## src/rtl/mmb_pkg.sv

```systemverilog
package mmb_pkg;
  // Sequencing of one job through the block.
  typedef enum logic [2:0] {
    ST_IDLE,
    ST_SORT,
    ST_PICK,
    ST_MAP,
    ST_EMIT
  } mmb_state_e;
endpackage

```

## src/rtl/mmb_sort.sv

```systemverilog
// Stable odd-even transposition network over the nonzero symbols.
module mmb_sort #(
  parameter int SYM_W = 2,
  parameter int LLR_W = 6,
  localparam int NUM  = (1 << SYM_W) - 1
) (
  input  logic [NUM*LLR_W-1:0] llr_in,
  output logic [NUM*SYM_W-1:0] sym_out,
  output logic [NUM*LLR_W-1:0] llr_out
);
  logic [SYM_W-1:0] w_sym [NUM];
  logic [LLR_W-1:0] w_llr [NUM];

  always_comb begin
    logic [SYM_W-1:0] t_sym;
    logic [LLR_W-1:0] t_llr;
    t_sym = '0;
    t_llr = '0;
    for (int k = 0; k < NUM; k++) begin
      w_sym[k] = SYM_W'(k + 1);
      w_llr[k] = llr_in[k*LLR_W +: LLR_W];
    end
    // NUM rounds guarantee a sorted result; strict compare keeps ties in order.
    for (int r = 0; r < NUM; r++) begin
      for (int i = 0; i < NUM - 1; i++) begin
        if (((i % 2) == (r % 2)) && (w_llr[i] > w_llr[i+1])) begin
          t_sym      = w_sym[i];
          t_llr      = w_llr[i];
          w_sym[i]   = w_sym[i+1];
          w_llr[i]   = w_llr[i+1];
          w_sym[i+1] = t_sym;
          w_llr[i+1] = t_llr;
        end
      end
    end
  end

  for (genvar k = 0; k < NUM; k++) begin : g_pack
    assign sym_out[k*SYM_W +: SYM_W] = w_sym[k];
    assign llr_out[k*LLR_W +: LLR_W] = w_llr[k];
  end
endmodule

```

## src/rtl/mmb_basis.sv

```systemverilog
// Greedy GF(2) basis selection over sorted candidates using a span bitmap.
module mmb_basis #(
  parameter int SYM_W = 2,
  parameter int LLR_W = 6,
  localparam int Q    = 1 << SYM_W,
  localparam int NUM  = Q - 1
) (
  input  logic [NUM*SYM_W-1:0]   srt_sym,
  input  logic [NUM*LLR_W-1:0]   srt_llr,
  output logic [SYM_W*SYM_W-1:0] bas_sym,
  output logic [SYM_W*LLR_W-1:0] bas_llr
);
  always_comb begin
    logic [Q-1:0]     span;
    logic [Q-1:0]     grow;
    logic [SYM_W-1:0] cand;
    int               cnt;
    span    = Q'(1);
    grow    = '0;
    cand    = '0;
    cnt     = 0;
    bas_sym = '0;
    bas_llr = '0;
    for (int k = 0; k < NUM; k++) begin
      cand = srt_sym[k*SYM_W +: SYM_W];
      if ((cnt < SYM_W) && !span[cand]) begin
        bas_sym[cnt*SYM_W +: SYM_W] = cand;
        bas_llr[cnt*LLR_W +: LLR_W] = srt_llr[k*LLR_W +: LLR_W];
        grow = span;
        for (int v = 0; v < Q; v++) begin
          if (span[v]) grow[SYM_W'(v) ^ cand] = 1'b1;
        end
        span = grow;
        cnt  = cnt + 1;
      end
    end
  end
endmodule

```

## src/rtl/mmb_expand.sv

```systemverilog
// Max-over-decomposition for every field value, then syndrome re-indexing.
module mmb_expand #(
  parameter int SYM_W = 2,
  parameter int LLR_W = 6,
  localparam int Q    = 1 << SYM_W
) (
  input  logic [SYM_W*SYM_W-1:0] bas_sym,
  input  logic [SYM_W*LLR_W-1:0] bas_llr,
  input  logic [SYM_W-1:0]       key,
  output logic [Q*LLR_W-1:0]     vec_llr
);
  logic [LLR_W-1:0] vhat [Q];

  always_comb begin
    logic [SYM_W-1:0] acc_sym;
    logic [LLR_W-1:0] acc_max;
    acc_sym = '0;
    acc_max = '0;
    for (int v = 0; v < Q; v++) vhat[v] = '0;
    for (int m = 1; m < Q; m++) begin
      acc_sym = '0;
      acc_max = '0;
      for (int b = 0; b < SYM_W; b++) begin
        if (((m >> b) & 1) != 0) begin
          acc_sym = acc_sym ^ bas_sym[b*SYM_W +: SYM_W];
          if (bas_llr[b*LLR_W +: LLR_W] > acc_max) acc_max = bas_llr[b*LLR_W +: LLR_W];
        end
      end
      vhat[acc_sym] = acc_max;
    end
  end

  for (genvar a = 0; a < Q; a++) begin : g_remap
    assign vec_llr[a*LLR_W +: LLR_W] = vhat[SYM_W'(a) ^ key];
  end
endmodule

```

## src/rtl/mmb_minmax_basis.sv

```systemverilog
// Top: capture, sort, pick basis, expand, then stream one element per beat.
// rst_n is asserted asynchronously; its release is expected synchronous to clk.
module mmb_minmax_basis #(
  parameter int SYM_W = 2,
  parameter int LLR_W = 6,
  localparam int Q    = 1 << SYM_W,
  localparam int NUM  = Q - 1
) (
  input  logic                 clk,
  input  logic                 rst_n,
  input  logic                 in_valid,
  output logic                 in_ready,
  input  logic [NUM*LLR_W-1:0] in_llr,
  input  logic [SYM_W-1:0]     in_syn,
  input  logic [SYM_W-1:0]     in_hard,
  output logic                 out_valid,
  input  logic                 out_ready,
  output logic [SYM_W-1:0]     out_sym,
  output logic [LLR_W-1:0]     out_llr,
  output logic                 out_last
);
  import mmb_pkg::*;

  localparam logic [SYM_W-1:0] LAST_IDX = SYM_W'(Q - 1);

  mmb_state_e state_q, state_d;

  logic [NUM*LLR_W-1:0]   cap_llr_q;
  logic [SYM_W-1:0]       key_q;
  logic [NUM*SYM_W-1:0]   srt_sym_d, srt_sym_q;
  logic [NUM*LLR_W-1:0]   srt_llr_d, srt_llr_q;
  logic [SYM_W*SYM_W-1:0] bas_sym_d, bas_sym_q;
  logic [SYM_W*LLR_W-1:0] bas_llr_d, bas_llr_q;
  logic [Q*LLR_W-1:0]     vec_d, vec_q;
  logic [SYM_W-1:0]       idx_q, idx_d;

  logic cap_en, srt_en, bas_en, vec_en, idx_en, beat_done;

  mmb_sort #(.SYM_W(SYM_W), .LLR_W(LLR_W)) u_sort (
    .llr_in  (cap_llr_q),
    .sym_out (srt_sym_d),
    .llr_out (srt_llr_d)
  );

  mmb_basis #(.SYM_W(SYM_W), .LLR_W(LLR_W)) u_basis (
    .srt_sym (srt_sym_q),
    .srt_llr (srt_llr_q),
    .bas_sym (bas_sym_d),
    .bas_llr (bas_llr_d)
  );

  mmb_expand #(.SYM_W(SYM_W), .LLR_W(LLR_W)) u_expand (
    .bas_sym (bas_sym_q),
    .bas_llr (bas_llr_q),
    .key     (key_q),
    .vec_llr (vec_d)
  );

  assign beat_done = (state_q == ST_EMIT) && out_ready;

  // Next state and enables.
  always_comb begin
    state_d = state_q;
    cap_en  = 1'b0;
    srt_en  = 1'b0;
    bas_en  = 1'b0;
    vec_en  = 1'b0;
    idx_en  = 1'b0;
    idx_d   = idx_q;
    case (state_q)
      ST_IDLE: begin
        if (in_valid) begin
          cap_en  = 1'b1;
          state_d = ST_SORT;
        end
      end
      ST_SORT: begin
        srt_en  = 1'b1;
        state_d = ST_PICK;
      end
      ST_PICK: begin
        bas_en  = 1'b1;
        state_d = ST_MAP;
      end
      ST_MAP: begin
        vec_en  = 1'b1;
        idx_en  = 1'b1;
        idx_d   = '0;
        state_d = ST_EMIT;
      end
      ST_EMIT: begin
        if (beat_done) begin
          idx_en = 1'b1;
          idx_d  = idx_q + 1'b1;
          if (idx_q == LAST_IDX) state_d = ST_IDLE;
        end
      end
      default: state_d = ST_IDLE;
    endcase
  end

  // Registers.
  always_ff @(posedge clk or negedge rst_n) begin
    if (!rst_n) begin
      state_q   <= ST_IDLE;
      cap_llr_q <= '0;
      key_q     <= '0;
      srt_sym_q <= '0;
      srt_llr_q <= '0;
      bas_sym_q <= '0;
      bas_llr_q <= '0;
      vec_q     <= '0;
      idx_q     <= '0;
    end else begin
      state_q <= state_d;
      if (cap_en) begin
        cap_llr_q <= in_llr;
        key_q     <= in_syn ^ in_hard;
      end
      if (srt_en) begin
        srt_sym_q <= srt_sym_d;
        srt_llr_q <= srt_llr_d;
      end
      if (bas_en) begin
        bas_sym_q <= bas_sym_d;
        bas_llr_q <= bas_llr_d;
      end
      if (vec_en) vec_q <= vec_d;
      if (idx_en) idx_q <= idx_d;
    end
  end

  assign in_ready  = (state_q == ST_IDLE);
  assign out_valid = (state_q == ST_EMIT);
  assign out_sym   = idx_q;
  assign out_llr   = vec_q[idx_q*LLR_W +: LLR_W];
  assign out_last  = out_valid && (idx_q == LAST_IDX);
endmodule

```

## config.mk

```make
export PLATFORM = sky130hd
export DESIGN_NAME = mmb_minmax_basis
export DESIGN_NICKNAME = d
export VERILOG_FILES = /design/src/rtl/mmb_pkg.sv /design/src/rtl/mmb_sort.sv /design/src/rtl/mmb_basis.sv /design/src/rtl/mmb_expand.sv /design/src/rtl/mmb_minmax_basis.sv
export SDC_FILE = /design/constraint.sdc
export NUM_CORES = 1
export LEC_CHECK = 0
export BUFFER_PORTS_ARGS = -buffer_cell sky130_fd_sc_hd__buf_2
export CAP_MARGIN = 20
export CORE_MARGIN = 3
export CORE_UTILIZATION = 39
export CTS_CLUSTER_DIAMETER = 80
export CTS_CLUSTER_SIZE = 8
export DETAILED_ROUTE_END_ITERATION = 6
export SETUP_SLACK_MARGIN = 0.2
export SYNTH_ARGS = -nofsm -noshare
export SYNTH_HDL_FRONTEND = slang
export SYNTH_SLANG_ARGS = --single-unit
```

## constraint.sdc

```tcl
create_clock -name clk -period 7.38 [get_ports clk]
set_clock_uncertainty 0.05 [all_clocks]
set_input_delay 1.845 -clock clk [delete_from_list [all_inputs] [get_ports clk]]
set_output_delay 1.845 -clock clk [all_outputs]
set_load 0.03 [all_outputs]
```

==> impl_metrics.json, run 1 <==
{
  "drc_errors": 0,
  "worstHoldStart": "srt_llr_q[2]$_DFFE_PN0P_",
  "postCtsSetupBuffers": 0,
  "synth.avg_cell_area_sq_um": 8.69,
  "postRouteAntennaNets": 0,
  "synth_edf_count": 0,
  "finalCriticalPeriod_ps": 5790,
  "drt_iter0_drc": 408,
  "port_buffers": 36,
  "cp_max_fo": 15,
  "post_drt_wl_per_cell_um": 18.8,
  "cts_resized": 0,
  "syn-cell-area_sq_um": 6680,
  "cp.arrival_ps": 6010,
  "post_synth_num_cell_types": 76,
  "cts_tree": "yes",
  "insertion_delay_ps": 350,
  "max_freq_mhz": 173,
  "drtPass1Iterations": 5,
  "synth.ff_latch_count": 89,
  "cts_inserted_buffers": 9,
  "place.gp.congestion": 0.926,
  "drive_gt1_share_pct": 14.2,
  "synthArstFlopShare_pct": 100,
  "grt_pass1_vias": 5912,
  "hold_path.class": "register to register",
  "clk_root_buffer_cell": "clkbuf_16",
  "r2r_slack_ps": 1590,
  "yosysWarningCount": 0,
  "totalWireLength_um": 18700,
  "grt_overflow": 0,
  "rsz0062_at_grt": "false",
  "worstSetupPathType": "register to register",
  "fin_setup_tns_ps": 0,
  "finalCritPeriodShare_pct": 78.5,
  "initial_core_util_pct": 40.0,
  "grt_pass1_wl_um": 30200,
  "r2r_start": "cap_llr_q[3]$_DFFE_PN0P_",
  "die_area_sq_um": 18700,
  "critPathCaptureType": "register",
  "setup_viol_count_final": 0,
  "synth_top_area_share_pct": 33.3,
  "die_height_um": 137,
  "worstMarginPinSlew_ps": 986,
  "synth_cells": 769,
  "hold_buffers": 0,
  "synth_nets": 824,
  "ys.flop_type": "dfrtp_1",
  "place_hpwl_um": 13800,
  "status": "finished, final reports clean",
  "drv_cap": 0,
  "num_io_pins": 37,
  "slew_viol_final": 0,
  "clk_pin_slew_ps": 70,
  "synth_area_leaders": "dfrtp_1 (33%), o211ai_1 (6.0%), nand2_1 (5.6%)",
  "startpoint": "cap_llr_q[3]$_DFFE_PN0P_",
  "synth-seq-area-share_pct": 33.3,
  "via_per_inst": 6.13,
  "die_w_um": 137,
  "cts_sinks": 89,
  "rows": 47,
  "crit_path_start_kind": "register",
  "gr-usage-all-layers_pct": 20.3,
  "core_sq_um": 16700,
  "yosysTopAreaCell": "dfrtp_1",
  "num_vias": 6108,
  "antenna_found_initial": 0,
  "hold_viol_final": 0,
  "area_delta_synth_final_pct": 8.80,
  "grt_max_degree": 66,
  "insertedDiodeCount": 0,
  "worst_slew_margin_rel_pct": 33.4,
  "max-clock-path-buffers": 2,
  "cp_data_required_time_ps": 7590,
  "h-tree-depth": 3,
  "nets": 826
}
worst max-delay path: stages (launching register included):
cell	delay [ps]
dfrtp_1	430
ha_1	320
a21o_1	110
a21oi_1	70
o221a_2	310
nor2_1	690
o21ai_0	400
ha_1	410
nand3_1	100
o21bai_1	240
a21oi_1	760
nand2_1	200
o21ai_0	130
ha_1	270
nor2b_1	130
o21a_1	160
o21bai_1	190
a21o_1	420
a21boi_0	150
o21ai_0	180
routing by layer:
layer  part of all wire (%)  wire length (um)  vias up  global-route usage [%]
met4                    2.2               420        0                    7.04
met2                     50              9310      200                    34.5
met5                      0                 0        -                       0
li1                       -                 -     2917                       -
met3                    4.9               916       39                    4.01
met1                     43              8070     2952                    25.8
state kept, by name, indices dropped and copies added, names as in the netlist:
signal and flops:
srt_sym_q 6, srt_llr_q 18, state_q 3, vec_q 24, out_sym 2, key_q 2, bas_llr_q 12, bas_sym_q 4
cap_llr_q 18
synthesized netlist by cell type, types with 3 or more instances:
cell	count
o311ai_1	19
ha_1	29
nand2b_1	8
mux2_2	10
and2_1	4
nor2b_2	5
mux2_1	4
a21o_1	7
a22o_1	5
o311ai_0	19
inv_1	35
clkbuf_1	39
a32oi_1	7
nand3_1	32
nand2_1	99
mux4_2	6
nor2b_1	22
a211o_1	12
a22oi_1	4
o21a_1	3
a211oi_1	5
o21ai_0	66
o211ai_1	53
a21oi_2	8
a21oi_1	42
a31oi_1	6
and3b_1	3
buf_2	8
o21bai_1	3
nor2_1	38
dfrtp_1	89
and3_1	8
nand4_1	14
logic make-up after synthesis:
group	after synthesis	share of synthesized area, %
compound gates	295	33.2
xor+xnor	2	0.262
fa+ha+maj	29	5.43
buf+inv	88	5.47
flops	89	33.3
mux	21	4.53
simple gates	245	17.8
final timing paths:
check	endpoint	cells after the start
hold reg to reg	srt_llr_q[2]$_DFFE_PN0P_	2
hold / removal	srt_llr_q[2]$_DFFE_PN0P_	2
max in group asynchronous	cap_llr_q[4]$_DFFE_PN0P_	2
setup / recovery	srt_sym_q[3]$_DFFE_PN0P_	19
min in group asynchronous	bas_sym_q[0]$_DFFE_PN0N_	1
setup reg to reg	srt_sym_q[3]$_DFFE_PN0P_	19
metrics by stage:
| step | instances | utilization (%) | worst slack, ps | hold WS [ps] | area (sq um) |
|---|---|---|---|---|---|
| after floorplan | 769 | - | 2770 | 400 | 6680 |
| after global placement | 977 | 41.6 | 1470 | 421 | 6950 |
| after detailed placement | 977 | 41.6 | 1330 | 426 | 6950 |
| after CTS | 993 | 43.3 | 1310 | 443 | 7220 |
| after global routing | 996 | 43.5 | 966 | 479 | 7270 |
| final | 996 | 43.5 | 1590 | 437 | 7270 |
area by class of cell:
class / count / area, sq um
Timing Repair Buffer: 43 / 259
Tap cell: 220 / 275
Inverter: 36 / 135
Multi-Input combinational cell: 592 / 4100
Sequential cell: 89 / 2230
Clock buffer: 9 / 225
Clock inverter: 7 / 53.8
Fill cell: 1674 / 9430
placed cells by master, fill, tap and decap left out, types with 6 or more instances in the layout:
master / synthesis / layout
a211o_1: 12 / 12
mux4_2: 6 / 6
buf_2: 8 / 35
nand3_1: 32 / 32
inv_1: 35 / 35
mux2_2: 10 / 10
nand4_1: 14 / 14
ha_1: 29 / 29
o311ai_0: 19 / 19
nand2_1: 99 / 99
o211ai_1: 53 / 53
a21oi_2: 8 / 8
and3_1: 8 / 8
dfrtp_1: 89 / 89
a32oi_1: 7 / 7
a31oi_1: 6 / 6
a21oi_1: 42 / 42
o311ai_1: 19 / 19
nor2_1: 38 / 38
clkbuf_16: 0 / 9
buf_4: 1 / 6
nor2b_1: 22 / 22
o21ai_0: 66 / 66
nand2b_1: 8 / 8
a21o_1: 7 / 7
Power of run 1 is not shown: default switching activity piles up to over one toggle a cycle in this logic, so the estimate is an artifact.
==> inputs of run 2 (changes only) <==
==> constraint.sdc (replaced) <==
create_clock -name clk -period 5.5 [get_ports clk]
set_clock_uncertainty 0.05 [all_clocks]
set_input_delay 1.375 -clock clk [delete_from_list [all_inputs] [get_ports clk]]
set_output_delay 1.375 -clock clk [all_outputs]
set_load 0.03 [all_outputs]
==> run 2 against run 1 <==
  * Global-route usage decreased by 0.13 points
  * Via count is 0.93% lower
  * Cell area rose by 1.7%
  * Register-to-register slack got worse by 990 ps
  * Largest cell class unchanged
==> impl_metrics.json, run 2 (synthesis results as in run 1) <==
{
  "hold_path.class": "register to register",
  "core_sq_um": 16700,
  "r2r_slack_ps": 590,
  "drc_errors": 0,
  "worstHoldStart": "srt_llr_q[2]$_DFFE_PN0P_",
  "crit_chain": "inv_1, ha_1, a21o_1, a21oi_1, o221a_2, nor2_1, o21ai_0, buf_4, ha_1, nand3_1, o21bai_2, a21o_4, a31oi_1, inv_1, ha_1, nand3_1, o21bai_1, a21oi_1, buf_4, nor2_1, a21oi_1, o21ai_0",
  "grt_overflow": 0,
  "grt_pass1_wl_um": 29800,
  "rows": 47,
  "port_buffers": 36,
  "finalCriticalPeriod_ps": 4910,
  "holdPathStages": 2,
  "insertion_delay_ps": 350,
  "num_vias": 6051,
  "place_hpwl_um": 13900,
  "rr_endpoint": "srt_sym_q[0]$_DFFE_PN0P_",
  "crit_path_top_delay_cell": "a31oi_1",
  "largest_register": "vec_q",
  "via_per_inst": 6.04,
  "totalWireLength_um": 18500,
  "postRouteAntennaNets": 0,
  "r2r_start": "cap_llr_q[9]$_DFFE_PN0P_",
  "die_height_um": 137,
  "place.gp.congestion": 0.942,
  "cp_data_required_time_ps": 5650,
  "setup_viol_count_final": 0,
  "drtPass1Iterations": 5,
  "min_to": "srt_llr_q[2]$_DFFE_PN0P_",
  "cts_inserted_buffers": 9,
  "h-tree-depth": 3,
  "antenna_found_initial": 0,
  "fin_setup_tns_ps": 0,
  "cp.arrival_ps": 5060,
  "worst_slew_margin_rel_pct": 41.5,
  "insertedDiodeCount": 0,
  "final_cell_mix": "nand2_1 (99), dfrtp_1 (89), o21ai_0 (66)",
  "max-clock-path-buffers": 2,
  "area_delta_synth_final_pct": 10.7,
  "drive_gt1_share_pct": 15.2,
  "grt_pass1_vias": 5710,
  "num_io_pins": 37,
  "cts_tree": "yes",
  "gr-usage-all-layers_pct": 20.2,
  "worstRegToRegCells": 22,
  "grt_max_degree": 56,
  "hold_buffers": 0,
  "worstMarginPinSlew_ps": 874,
  "rsz0062_at_grt": "false",
  "reg_top3": "vec_q x24, cap_llr_q x18, srt_llr_q x18",
  "postCtsSetupBuffers": 0,
  "die_w_um": 137,
  "largest_register_ffs": 24,
  "crit_path_start_kind": "register",
  "cts_sinks": 89,
  "cp_max_fo": 16,
  "critPathCaptureType": "register",
  "die_area_sq_um": 18700,
  "finalCritPeriodShare_pct": 89.3,
  "drt_iter0_drc": 393,
  "worstSetupPathType": "register to register",
  "status": "finished, final reports clean",
  "max_freq_mhz": 204,
  "layout_commonest_cell": "nand2_1",
  "post_drt_wl_per_cell_um": 18.5,
  "clk_root_buffer_cell": "clkbuf_16",
  "hold_viol_final": 0,
  "clk_pin_slew_ps": 70,
  "drv_cap": 0,
  "initial_core_util_pct": 40.0,
  "slew_viol_final": 0,
  "cpPeakStageDelay_ps": 470,
  "nets": 831
}
run 2: changes by cell type in the layout (fill, tap and decap cells not counted), moves of 2 or more:
cell,previous run,this run
bufinv_16,0,2
a21oi_1,42,40
buf_4,6,10
clkinv_2,2,0
a21o_1,7,5
run 2: cell type report:
class,instances,area (sq um)
clock buffer,10,229
clock inverter,6,96.3
fill,1662,9310
inverter,36,135
multi-input combinational,592,4120
sequential,89,2230
tap,220,275
timing repair buffer,48,310
run 2: how the worst max path moves through the flow:
stage                                   from  depth (start not counted)  slack, ps                        end
detailed placement  cap_llr_q[9]$_DFFE_PN0P_                         21        260   srt_sym_q[3]$_DFFE_PN0P_
floorplan           cap_llr_q[3]$_DFFE_PN0P_                         22        890   srt_sym_q[1]$_DFFE_PN0P_
finish              cap_llr_q[9]$_DFFE_PN0P_                         22        590   srt_sym_q[0]$_DFFE_PN0P_
CTS                 cap_llr_q[9]$_DFFE_PN0P_                         21        230   srt_sym_q[3]$_DFFE_PN0P_
global route        cap_llr_q[9]$_DFFE_PN0P_                         22        300   srt_sym_q[3]$_DFFE_PN0P_
global placement    cap_llr_q[3]$_DFFE_PN0P_                         19        420  srt_llr_q[11]$_DFFE_PN0P_
run 2: metal layers:
| metal | track usage (%) | share of wire, % |
|---|---|---|
| met3 | 3.09 | 4.1 |
| met1 | 26.8 | 44 |
| met4 | 9.42 | 3.7 |
| met5 | 0 | 0 |
| met2 | 32.3 | 48 |
run 2: per-stage QoR:
stage	utilization (%)	hold slack [ps]	setup slack (ps)	std cells	cell area (sq um)
after floorplan	-	400	887	769	6680
after global placement	41.8	421	420	982	6980
after detailed placement	41.8	424	264	982	6980
final	44.3	437	591	1001	7400
after CTS	43.8	441	226	998	7310
after global routing	44.3	483	299	1001	7400
run 2: timing repair:
action,CTS,global route
resized for setup,0,7
hold endpoints to repair,0,0
setup endpoints to repair,0,16
run 2: worst max-delay path, delay by kind of cell (launching register included):
kind                     cells  cell delay (ps)
AO/OA/AOI/OAI               11             2270
adder cells (fa/ha/maj)      3              900
AND/OR/NAND/NOR              4              610
buffers and inverters        4              570
flip-flops                   1              370
Power of run 2 is left out for the same reason.
==> inputs of run 3 (changes only) <==
--- a/config.mk
+++ b/config.mk
@@ -7,11 +7,14 @@
 export LEC_CHECK = 0
 export BUFFER_PORTS_ARGS = -buffer_cell sky130_fd_sc_hd__buf_2
 export CAP_MARGIN = 20
+export CELL_PAD_IN_SITES_DETAIL_PLACEMENT = 1
+export CELL_PAD_IN_SITES_GLOBAL_PLACEMENT = 1
 export CORE_MARGIN = 3
 export CORE_UTILIZATION = 39
 export CTS_CLUSTER_DIAMETER = 80
 export CTS_CLUSTER_SIZE = 8
 export DETAILED_ROUTE_END_ITERATION = 6
+export PLACE_DENSITY_LB_ADDON = 0.1
 export SETUP_SLACK_MARGIN = 0.2
 export SYNTH_ARGS = -nofsm -noshare
 export SYNTH_HDL_FRONTEND = slang
==> run 3 against run 2 <==
  * Routed wire length grew 13%
  * First-iteration DRC count shrank 14%
  * Critical path depth shrank 2
  * Clock-buffer cell count grew 2
  * Maximum frequency grew 1.1%
  * Register-to-register slack gained 50 ps
  * Die area is the same
  * Sequential cell count is the same
  * Cell count is essentially flat
  * Global-route usage grew 3.0 points
  * Worst hold slack gained 15 ps
  * Critical path type unchanged
==> impl_metrics.json, run 3 (synthesis results as in run 1) <==
{
  "path_buf_inv": 1,
  "place_hpwl_um": 15600,
  "setup_viol_count_final": 0,
  "drtPass1Iterations": 4,
  "cp.arrival_ps": 5070,
  "hold-worst-slack_ps": 452,
  "crit_path_top_delay_cell": "a21o_1",
  "cts_inserted_buffers": 9,
  "grt_overflow": 0,
  "hold_buffers": 0,
  "path_depth": 20,
  "critPathCaptureType": "register",
  "insertedDiodeCount": 0,
  "fin_setup_tns_ps": 0,
  "grt_pass1_vias": 6474,
  "area_delta_synth_final_pct": 10.2,
  "r2r_start": "cap_llr_q[3]$_DFFE_PN0P_",
  "die_height_um": 137,
  "worstMarginPinSlew_ps": 1060,
  "worstRegToRegCells": 20,
  "max-clock-path-buffers": 2,
  "gr-usage-all-layers_pct": 23.1,
  "drc_errors": 0,
  "rr_endpoint": "srt_llr_q[7]$_DFFE_PN0P_",
  "max_freq_mhz": 206,
  "num_io_pins": 37,
  "reg_top3": "vec_q x24, cap_llr_q x18, srt_llr_q x18",
  "largest_register": "vec_q",
  "hold_path.class": "register to register",
  "postRouteAntennaNets": 0,
  "final_cell_mix": "nand2_1 (99), dfrtp_1 (89), o21ai_0 (66)",
  "core_sq_um": 16700,
  "antenna_found_initial": 0,
  "r2r_slack_ps": 640,
  "die_w_um": 137,
  "hold_viol_final": 0,
  "placed_area_sq_um": 7010,
  "place.gp.congestion": 0.946,
  "cp_data_required_time_ps": 5720,
  "clk_root_buffer_cell": "clkbuf_16",
  "cts_resized": 0,
  "die_area_sq_um": 18700,
  "cp-endpoint": "srt_llr_q[7]$_DFFE_PN0P_",
  "finalCriticalPeriod_ps": 4860,
  "crit_path_start_kind": "register",
  "nets": 832,
  "clk_pin_slew_ps": 70,
  "grt_pass1_wl_um": 34200,
  "insertion_delay_ps": 350,
  "via_per_inst": 6.11,
  "post_drt_wl_per_cell_um": 20.8,
  "totalWireLength_um": 20900,
  "status": "finished, final reports clean",
  "cp_top_family": "compound AO/OA/AOI/OAI gates",
  "largest_register_ffs": 24,
  "finalCritPeriodShare_pct": 88.3,
  "cpPeakStageDelay_ps": 430,
  "port_buffers": 36,
  "worstSetupPathType": "register to register",
  "finish.utilization_pct": 44.1,
  "rsz0062_at_grt": "false",
  "initial_core_util_pct": 40.0,
  "worst_slew_margin_rel_pct": 28.4,
  "layout_commonest_cell": "nand2_1",
  "rows": 47,
  "crit_chain": "ha_1, a21o_1, a21oi_1, o221a_2, nor2_1, buf_4, o21ai_0, ha_1, a21o_1, a21oi_2, a21oi_2, nand2_1, o21ai_0, ha_1, nor2b_1, o21a_1, o21bai_1, a21o_1, o211ai_1, a21oi_1",
  "cts_sinks": 89,
  "drv_cap": 0,
  "cp_max_fo": 14,
  "drive_gt1_share_pct": 15.3,
  "num_vias": 6123,
  "h-tree-depth": 3,
  "grt_max_degree": 56,
  "cts_tree": "yes",
  "drt_iter0_drc": 337,
  "postCtsSetupBuffers": 0,
  "slew_viol_final": 0,
  "design_area_sq_um": 7360,
  "startpoint": "cap_llr_q[3]$_DFFE_PN0P_"
}
## run 3: cell types whose count changed in the layout (fill, tap and decap cells not counted), sizes merged
cell	previous run	this run
buf	48	49
bufinv	2	1
clkbuf	10	12
clkinv	1	3
inv	38	35
## run 3: worst min-delay path by stage
stage                        startpoint                        to  slack, ps  cells after the start
3_3_place_gp   srt_llr_q[3]$_DFFE_PN0P_  srt_llr_q[3]$_DFFE_PN0P_        430                      2
3_5_place_dp      vec_q[14]$_DFFE_PN0P_     vec_q[14]$_DFFE_PN0P_        440                      2
6_report          vec_q[14]$_DFFE_PN0P_     vec_q[14]$_DFFE_PN0P_        450                      2
4_1_cts           vec_q[14]$_DFFE_PN0P_     vec_q[14]$_DFFE_PN0P_        450                      2
5_1_grt            vec_q[6]$_DFFE_PN0P_      vec_q[6]$_DFFE_PN0P_        480                      2
2_1_floorplan  srt_llr_q[0]$_DFFE_PN0P_  srt_llr_q[0]$_DFFE_PN0P_        400                      2
## run 3: cell type report
cell class	count	area, sq um
Tap cell	220	275
Fill cell	2011	9340
Multi-Input combinational cell	592	4120
Clock inverter	4	51.3
Clock buffer	12	256
Sequential cell	89	2230
Timing Repair Buffer	49	300
Inverter	36	135
## run 3: worst reg2reg max path, delay by kind of cell, from the launching register on
family,cells,cell delay [ps]
compound gates,13,2830
fa+ha+maj,3,960
flops,1,420
simple gates,3,370
buf+inv,1,170
## run 3: layer usage
metal	vias up	wire length [um]	track usage, %
met1	3051	8800	27.3
met2	106	10800	41.5
met5	-	0	0
met3	37	570	3.93
met4	0	715	9.48
li1	2929	-	-
## run 3: stage by stage
stage	setup slack [ps]	cells
global placement	252	984
global route	209	1002
CTS	464	1001
detailed placement	480	985
floorplan	887	769
finish	644	1002
Power of run 3 is left out for the same reason.
